`src/rtl/pcipar_pkg.sv`:
```
package pcipar_pkg;

  typedef enum logic [2:0] {
    ST_IDLE  = 3'd0,
    ST_WAIT  = 3'd1,
    ST_DATA  = 3'd2,
    ST_PAR   = 3'd3,
    ST_ABORT = 3'd4
  } seq_state_t;

  // Bus parity: even parity over the data word and byte enables.
  function automatic logic bus_even_par(input logic [31:0] word, input logic [3:0] be_n);
    return (^word) ^ (^be_n);
  endfunction

endpackage

```
`src/rtl/pcipar_lane_chk.sv`:
```
module pcipar_lane_chk #(
  parameter int DW = 64,
  localparam int LANES = DW / 8
) (
  input  logic [DW-1:0]    data,
  input  logic [LANES-1:0] lane_par,
  output logic [LANES-1:0] lane_bad,
  output logic             any_bad
);
  for (genvar g = 0; g < LANES; g++) begin : g_lane
    assign lane_bad[g] = (^data[g*8 +: 8]) ^ lane_par[g];
  end
  assign any_bad = |lane_bad;
endmodule

```
`src/rtl/pcipar_word_sel.sv`:
```
module pcipar_word_sel #(
  parameter int DW = 64,
  parameter int WW = 32,
  localparam int NWORD = DW / WW,
  localparam int SELW = (NWORD > 1) ? $clog2(NWORD) : 1
) (
  input  logic [DW-1:0]   dword,
  input  logic [SELW-1:0] sel,
  output logic [WW-1:0]   word
);
  if (NWORD > 1) begin : g_mux
    logic [WW-1:0] words [NWORD];
    for (genvar g = 0; g < NWORD; g++) begin : g_split
      assign words[g] = dword[g*WW +: WW];
    end
    assign word = words[sel];
  end else begin : g_pass
    logic unused_sel;
    assign unused_sel = ^sel;
    assign word = dword[WW-1:0];
  end
endmodule

```
`src/rtl/pcipar_err_log.sv`:
```
module pcipar_err_log #(
  parameter int AW = 32
) (
  input  logic          clk,
  input  logic          rst_n,
  input  logic          set_err,
  input  logic [AW-1:0] set_addr,
  input  logic          clr_err,
  output logic          locked,
  output logic [AW-1:0] err_addr
);
  always_ff @(posedge clk or negedge rst_n) begin
    if (!rst_n) begin
      locked   <= 1'b0;
      err_addr <= '0;
    end else begin
      if (set_err) begin
        locked   <= 1'b1;
        err_addr <= set_addr;
      end else if (clr_err) begin
        locked   <= 1'b0;
      end
    end
  end
endmodule

```
`src/rtl/pcipar_abort_ctl.sv`:
```
module pcipar_abort_ctl #(
  parameter int ADDR_W = 32,
  parameter int DW     = 64,
  parameter int WW     = 32,
  localparam int LANES = DW / 8,
  localparam int BE_W  = WW / 8,
  localparam int NWORD = DW / WW,
  localparam int SELW  = (NWORD > 1) ? $clog2(NWORD) : 1,
  localparam int SEL_LSB = $clog2(BE_W)
) (
  input  logic              clk,
  input  logic              rst_n,
  input  logic              rd_start,
  input  logic [ADDR_W-1:0] rd_addr,
  input  logic [BE_W-1:0]   rd_cbe_n,
  input  logic              in_range,
  output logic              mem_req,
  input  logic              mem_valid,
  input  logic [DW-1:0]     mem_data,
  input  logic [LANES-1:0]  mem_par,
  output logic              trdy_n,
  output logic              stop_n,
  output logic              devsel_n,
  output logic [WW-1:0]     ad,
  output logic              par,
  output logic              mpe_n,
  output logic              irq,
  input  logic              err_rd,
  output logic [ADDR_W-1:0] err_addr
);
  import pcipar_pkg::*;

  seq_state_t state_q, state_d;
  logic [ADDR_W-1:0] addr_q;
  logic [BE_W-1:0]   cbe_q;
  logic [WW-1:0]     ad_q;
  logic              perr_q;
  logic              locked;

  // Named internal events, visible to the checker
  logic rd_accept;
  logic data_take;
  logic perr_evt;
  logic any_bad;
  logic [LANES-1:0] lane_bad;
  logic [WW-1:0] sel_word;
  logic [SELW-1:0] word_sel;

  assign rd_accept = (state_q == ST_IDLE) && rd_start;
  assign data_take = (state_q == ST_WAIT) && mem_valid;
  assign perr_evt  = data_take && any_bad;

  if (NWORD > 1) begin : g_sel
    assign word_sel = addr_q[SEL_LSB +: SELW];
  end else begin : g_nosel
    assign word_sel = '0;
  end

  pcipar_lane_chk #(.DW(DW)) u_lane_chk (
    .data     (mem_data),
    .lane_par (mem_par),
    .lane_bad (lane_bad),
    .any_bad  (any_bad)
  );

  pcipar_word_sel #(.DW(DW), .WW(WW)) u_word_sel (
    .dword (mem_data),
    .sel   (word_sel),
    .word  (sel_word)
  );

  pcipar_err_log #(.AW(ADDR_W)) u_err_log (
    .clk      (clk),
    .rst_n    (rst_n),
    .set_err  (perr_evt),
    .set_addr (addr_q),
    .clr_err  (err_rd),
    .locked   (locked),
    .err_addr (err_addr)
  );

  always_comb begin
    state_d = state_q;
    unique case (state_q)
      ST_IDLE:  if (rd_start) state_d = (locked || !in_range) ? ST_ABORT : ST_WAIT;
      ST_WAIT:  if (mem_valid) state_d = ST_DATA;
      ST_DATA:  state_d = ST_PAR;
      ST_PAR:   state_d = perr_q ? ST_ABORT : ST_IDLE;
      ST_ABORT: state_d = ST_IDLE;
      default:  state_d = ST_IDLE;
    endcase
  end

  always_ff @(posedge clk or negedge rst_n) begin
    if (!rst_n) begin
      state_q <= ST_IDLE;
      addr_q  <= '0;
      cbe_q   <= '0;
      ad_q    <= '0;
      perr_q  <= 1'b0;
    end else begin
      state_q <= state_d;
      if (rd_accept) begin
        addr_q <= rd_addr;
        cbe_q  <= rd_cbe_n;
      end
      if (data_take) begin
        ad_q   <= sel_word;
        perr_q <= any_bad;
      end
    end
  end

  assign mem_req  = (state_q == ST_WAIT);
  assign trdy_n   = (state_q != ST_DATA);
  assign devsel_n = !((state_q == ST_DATA) || (state_q == ST_PAR));
  assign stop_n   = (state_q != ST_ABORT);
  assign ad       = ad_q;
  assign par      = (state_q == ST_PAR) ? (bus_even_par(ad_q, cbe_q) ^ perr_q) : 1'b0;
  assign mpe_n    = !locked;
  assign irq      = locked;
endmodule

```
`config.mk`:
```
export PLATFORM = sky130hd
export DESIGN_NAME = pcipar_abort_ctl
export DESIGN_NICKNAME = d
export VERILOG_FILES = /design/src/rtl/pcipar_pkg.sv /design/src/rtl/pcipar_lane_chk.sv /design/src/rtl/pcipar_word_sel.sv /design/src/rtl/pcipar_err_log.sv /design/src/rtl/pcipar_abort_ctl.sv
export SDC_FILE = /design/constraint.sdc
export NUM_CORES = 1
export LEC_CHECK = 0
export BUFFER_PORTS_ARGS = -buffer_cell sky130_fd_sc_hd__clkbuf_2
export CORE_MARGIN = 2
export CORE_UTILIZATION = 25
export CTS_CLUSTER_DIAMETER = 200
export CTS_CLUSTER_SIZE = 14
export DETAILED_ROUTE_END_ITERATION = 6
export PLACE_DENSITY = 0.43
export SLEW_MARGIN = 10
export SYNTH_ARGS = -nofsm -noshare
export SYNTH_HDL_FRONTEND = slang
export SYNTH_HIERARCHICAL = 1
export SYNTH_SLANG_ARGS = --single-unit
```
`constraint.sdc`:
```
create_clock -name clk -period 1.7 [get_ports clk]
set_clock_uncertainty 0.2 [all_clocks]
set_input_delay 0.085 -clock clk [delete_from_list [all_inputs] [get_ports clk]]
set_output_delay 0.085 -clock clk [all_outputs]
set_load 0.02 [all_outputs]
```
**Word-level counts from Yosys, hierarchy flattened**

Cells that the tools add are included.

- Bits in registers: 105
- Bits of input ports: 114
- Output and inout port bits: 71
- Logic and storage cells: 59

- $lt $le $gt $ge: 1
- Equality and inequality tests: 7
- Muxes and demuxes: 11
- Bitwise logic cells: 11
- Reduce and logical (&&, ||, !) cells: 22

Operators with widths:

| operator | count |
|---|---|
| 32-bit two-way mux | 3 |
| 8-bit XOR reduction | 8 |
| 32-bit XOR reduction | 1 |
| 3-bit two-way mux | 4 |
| 3-bit one-hot mux with 4 select lines | 1 |
| 1-bit XOR | 10 |
| 8-bit OR reduction | 1 |
| 3-bit by 2-bit == test with 1-bit output, second input constant | 2 |
| 4-bit XOR reduction | 1 |
| 3-bit by 1-bit == test with 1-bit output, second input constant | 1 |
| 1-bit logical AND | 3 |
| 1-bit zero test | 3 |
| 3-bit zero test | 1 |
| 1-bit two-way mux | 3 |
| 3-bit by 2-bit != test with 1-bit output, second input constant | 1 |
| 3-bit != test, second input constant | 1 |
| 2-bit greater-or-equal comparator, second input constant | 1 |
| 1-bit logical OR | 2 |
| 2-bit by 1-bit != test with 1-bit output, second input constant | 1 |
| 2-bit != test, second input constant | 1 |
| 1-bit inverter with 2-bit output | 1 |
| 2-bit AND reduction | 1 |
| 2-bit nonzero test | 1 |

**Longest topological paths before layout**

- Depth in word-level cells: 5
- Mapped depth: 9
- Mapped depth without buffers: 7

**Cells and area by module**

Netlist, hierarchy kept.

Modules (own cells, without submodules):

| module | times used | cells an instance | area an instance (um^2) | sequential area each (um^2) |
|---|---|---|---|---|
| pcipar_abort_ctl | 1 | 205 | 3085.5 | 1801.7 |
| pcipar_err_log | 1 | 71 | 1377.6 | 825.8 |
| pcipar_lane_chk | 1 | 59 | 619.3 | 0.0 |
| pcipar_word_sel | 1 | 36 | 544.3 | 0.0 |

**Least setup slack after synthesis**

OpenSTA, ideal clock, no wires.

- Kind: input-to-reg
- From: input port mem_data[52]
- To: register u_err_log.err_addr[0]
- Library setup time: 0.125 ns
- Arrival: 1.833 ns
- Data required time: 1.375 ns
- Setup slack: -0.458 ns
- Stages: 9
- Path buffers: 2
- Path through: xnor2_1 > xnor3_2 > xnor2_1 > nor4_1 > nand2_1 > and3_1 > buf_6 > buf_12 > mux2_4

- Cells in the longest elaborated chain, start to end: 4

RTL lines:

| element | RTL line | source |
|---|---|---|
| start, declared | pcipar_abort_ctl.sv:19 | `input logic [DW-1:0] mem_data,` |
| 8-bit XOR reduction | pcipar_lane_chk.sv:11 | `assign lane_bad[g] = (^data[g*8 +: 8]) ^ lane_par[g];` |
| 1-bit XOR | pcipar_lane_chk.sv:11 |  |
| net lane_bad[6] | pcipar_abort_ctl.sv:45 | `logic [LANES-1:0] lane_bad;` |
| 8-bit OR reduction | pcipar_lane_chk.sv:13 | `assign any_bad = \|lane_bad;` |
| net any_bad | pcipar_abort_ctl.sv:44 | `logic any_bad;` |
| 1-bit logical AND | pcipar_abort_ctl.sv:51 | `assign perr_evt = data_take && any_bad;` |
| net perr_evt | pcipar_abort_ctl.sv:43 | `logic perr_evt;` |
| end signal, assigned | pcipar_err_log.sv:19 | `err_addr <= set_addr;` |
| end, declared | pcipar_err_log.sv:10 | `output logic [AW-1:0] err_addr` |

The timed path passes the listed nets, and every way through them passes these cells.
A chain may end at the register's enable or synchronous reset.

**Worst setup path after layout**

- From: register ad_q[14] (netlist: ad[14])
- To: output port par

- Cells in the longest elaborated chain, start to end: 4

RTL lines:

| element | RTL line | source |
|---|---|---|
| start, declared | pcipar_abort_ctl.sv:36 | `logic [WW-1:0] ad_q;` |
| start signal, assigned | pcipar_abort_ctl.sv:108 | `ad_q <= sel_word;` |
| 32-bit XOR reduction | pcipar_pkg.sv:13 | `return (^word) ^ (^be_n);` |
| 1-bit XOR | pcipar_pkg.sv:13 |  |
| 1-bit XOR | pcipar_abort_ctl.sv:119 | `assign par = (state_q == ST_PAR) ? (bus_even_par(ad_q, cbe_q) ^ perr_q) : 1'b0;` |
| 1-bit two-way mux | pcipar_abort_ctl.sv:119 |  |
| end, declared | pcipar_abort_ctl.sv:25 | `output logic par,` |

Every way passes these cells.

==> results.json <==
{
  "antenna_found_initial": 0,
  "ys_top_cells_by_area": "dfrtp_1, mux2_4, mux2_2",
  "cp.arrival_ps": 2170,
  "hold_ws_ps": -5.56,
  "use_met3_pct": 3.66,
  "synth_edf_count": 0,
  "ys.flop_type": "dfrtp_1",
  "clkLatencyLatePin_ps": 350,
  "avgViaCountPerCell": 4.11,
  "p_sw_share_pct": 35.4,
  "wl_mm": 16.7,
  "cp-end-kind": "primary output",
  "startpoint_type": "flip-flop",
  "finalSetupViolCount": 103,
  "row_count": 54,
  "crit_path_max_fanout": 2,
  "drv_cap": 0,
  "report.final.hold_viol_count": 13,
  "dieArea_mm2": 0.0237,
  "final.min_clock_period_ps": 2450,
  "dpl.hpwl_mm": 11.4,
  "synth_cell_types": 27,
  "grt_busiest_layer": "met2",
  "cts-root-buf": "clkbuf_16",
  "cts_buffer_depth": 2,
  "synthCells": 371,
  "ys_async_sr_fraction_pct": 100,
  "seqPwrFrac_pct": 25.3,
  "port_buffers": 184,
  "post_dp_cell_area_mm2": 0.00769,
  "fin_nets": 856,
  "syn_to_final_growth_pct": 71.0,
  "max_freq_ghz": 0.408,
  "yosysTopAreaCell": "dfrtp_1",
  "drc": 0,
  "slowest_delay_ps": 490,
  "ys_seq_area_share_pct": 46.7,
  "syn_nets": 485,
  "min_path_type": "in2async",
  "final_area_mm2": 0.00962,
  "syn_area_per_cell_um2": 15.2,
  "cts_made_buffers": 9,
  "synth_most_common_cell": "dfrtp_1",
  "vdd_drop_max_mv": 0.996,
  "drt_iter0_markers": 116,
  "firstDrtPassIters": 4,
  "ys_ff_latch": 105,
  "cp.required_ps": 1410,
  "setup_ws_ps": -753,
  "initial_core_util_pct": 25.6,
  "comb_power_share_pct": 63.7,
  "post-place-cells": 911,
  "grt_first_pass_wirelength_mm": 26.3,
  "grt_max_degree": 66,
  "place.gp.congestion": 0.792,
  "outcome": "finished with violations",
  "internal-power_mw": 12.0,
  "synth_common_cells": "dfrtp_1, xnor2_1, mux2_4",
  "tritoncts_num_sinks": 105,
  "grt-ovfl-total": 0,
  "fp.dieH_um": 154,
  "period_share_pct": 144,
  "clkPwrFrac_pct": 11.0,
  "cts_max_level": 3,
  "cts_tree": "done",
  "rsz0062_at_grt": "yes",
  "violations": "negative hold slack, negative setup slack",
  "ff2ff_path_depth": 6,
  "io_pins": 185,
  "p_sw_mw": 6.56,
  "worst_pin_slew_ps": 413,
  "grt_use_total_pct": 14.4,
  "wl_per_cell_um": 16.3,
  "relSlewSlack_pct": 72.2,
  "worstSetupPathType": "reg2out",
  "antenna_cells": 0,
  "slew_viol_final": 0,
  "route.vias.total": 4218,
  "ant_nets": 0,
  "synth_area_mm2": 0.00563,
  "grt_use_met2_pct": 25.7,
  "yosysTopAreaCellShare_pct": 46.7,
  "grt_pass1_vias": 4821,
  "cp_slowest_cell": "xnor3_2",
  "p_leak_nw": 4.72,
  "gr-usage-met1_pct": 17.3,
  "fin_cells": 1027,
  "die_x_um": 154,
  "drive_above_1_share_pct": 67.6,
  "yosys_warnings": 6,
  "worstPathCellList": "xor2_2, xnor2_2, xnor2_1, xnor3_2, mux2i_4, clkbuf_8",
  "p_per_area_mw_per_mm2": 1920,
  "finalPower_mw": 18.5,
  "core_mm2": 0.0220,
  "clkTransAtPathRegs_ps": 70
}
[metal layers]
layer	vias to the layer above	part of all wire [%]
met4	0	1.5
li1	2024	-
met1	2053	43
met2	126	50
met5	-	0
met3	15	5.2
[timing repair]
| action | CTS | global route |
|---|---|---|
| gates resized for setup | 86 | 50 |
| hold buffers | 71 | 1 |
| pin swaps | 23 | 26 |
| buffers inserted | 23 | 8 |
| endpoints found under the setup margin | 102 | 124 |
| cloned | 11 | 0 |
| endpoints found under the hold margin | 163 | 1 |
[stage by stage]
| step | worst slack (ps) | util (%) | setup TNS [ps] |
|---|---|---|---|
| finish | -753 | 43.8 | -24830 |
| global route | -844 | 43.8 | -28980 |
| CTS | -767 | 43.5 | -27310 |
| detailed placement | -937 | 35.0 | -37200 |
| global placement | -951 | 35.0 | -34730 |
| floorplan | -408 | - | -20020 |
[final timing paths]
kind | start | endpoint | slack [ps]
max in group asynchronous | rst_n | addr_q[28]$_DFFE_PN0P_ | 650
hold reg to reg | addr_q[3]$_DFFE_PN0P_ | u_err_log/err_addr[3]$_DFFE_PN0P_ | 300
hold / removal | rst_n | perr_q$_DFFE_PN0N_ | -6
min in group clk | mem_data[21] | ad[21]$_DFFE_PN0N_ | 10
setup / recovery | ad[14]$_DFFE_PN0N_ | par | -750
setup reg to reg | state_q[1]$_DFFE_PN0P_ | u_err_log/err_addr[28]$_DFFE_PN0P_ | -260
[placed cells by master, fill, tap and decap left out, drive strengths merged]
| master | instances |
|---|---|
| clkbuf | 186 |
| mux2 | 133 |
| buf | 130 |
| dfrtp | 105 |
| dlygate4sd3 | 71 |
| xnor2 | 64 |
| xnor3 | 12 |
| xor2 | 11 |
| nor2 | 6 |
| inv | 6 |
| nand2 | 5 |
| nand2b | 4 |
| a21oi | 2 |
| a31oi | 2 |
| clkinv | 2 |
| nor4 | 2 |
| mux2i | 1 |
| and3 | 1 |
| and2 | 1 |
| nand3b | 1 |
| o22a | 1 |
| a21o | 1 |
[sequential cells by signal, indices dropped and copies added, names as in the netlist]
register            cells
u_err_log/locked        1
perr_q                  1
ad                     32
addr_q                 32
u_err_log/err_addr     32
cbe_q                   4
state_q                 3
[cell families (layout without fill, tap and decap cells)]
group                     count (synthesis)  after routing  synth area share (%)
AOI/OAI and AO/OA                         6              6                 0.689
muxes                                   134            134                  30.7
and+or+nand+nor                          20             20                  1.80
xor gates and xnor gates                 87             87                  16.5
buffers and inverters                    19            395                  3.56
DFF                                     105            105                  46.7
[critical path, delay by kind of cell, from the launching register on]
kind	cells	cell delay, ps
flops	1	410
xor+xnor	4	1040
mux	1	200
buf+inv	1	160
[area by class of cell]
cell class              instances  area, um^2
multi-input cells             247        3350
repair buffers                376        2980
clock buffers                  11         243
fillers                      2050       12300
clock inverters                 5        46.3
flip-flops and latches        105        2640
inverters                       3        11.3
well taps                     280         350
[power by group through the flow]
stage	Clock [mW]	Combinational, mW	Sequential (mW)
5_1_grt	2.25	12.5	4.85
3_5_place_dp	0	9.76	4.67
2_1_floorplan	0	6.00	5.56
3_3_place_gp	0	9.67	4.62
6_report	2.04	11.8	4.68
4_1_cts	2.15	11.8	4.67
(Power assumes the default switching activity.)
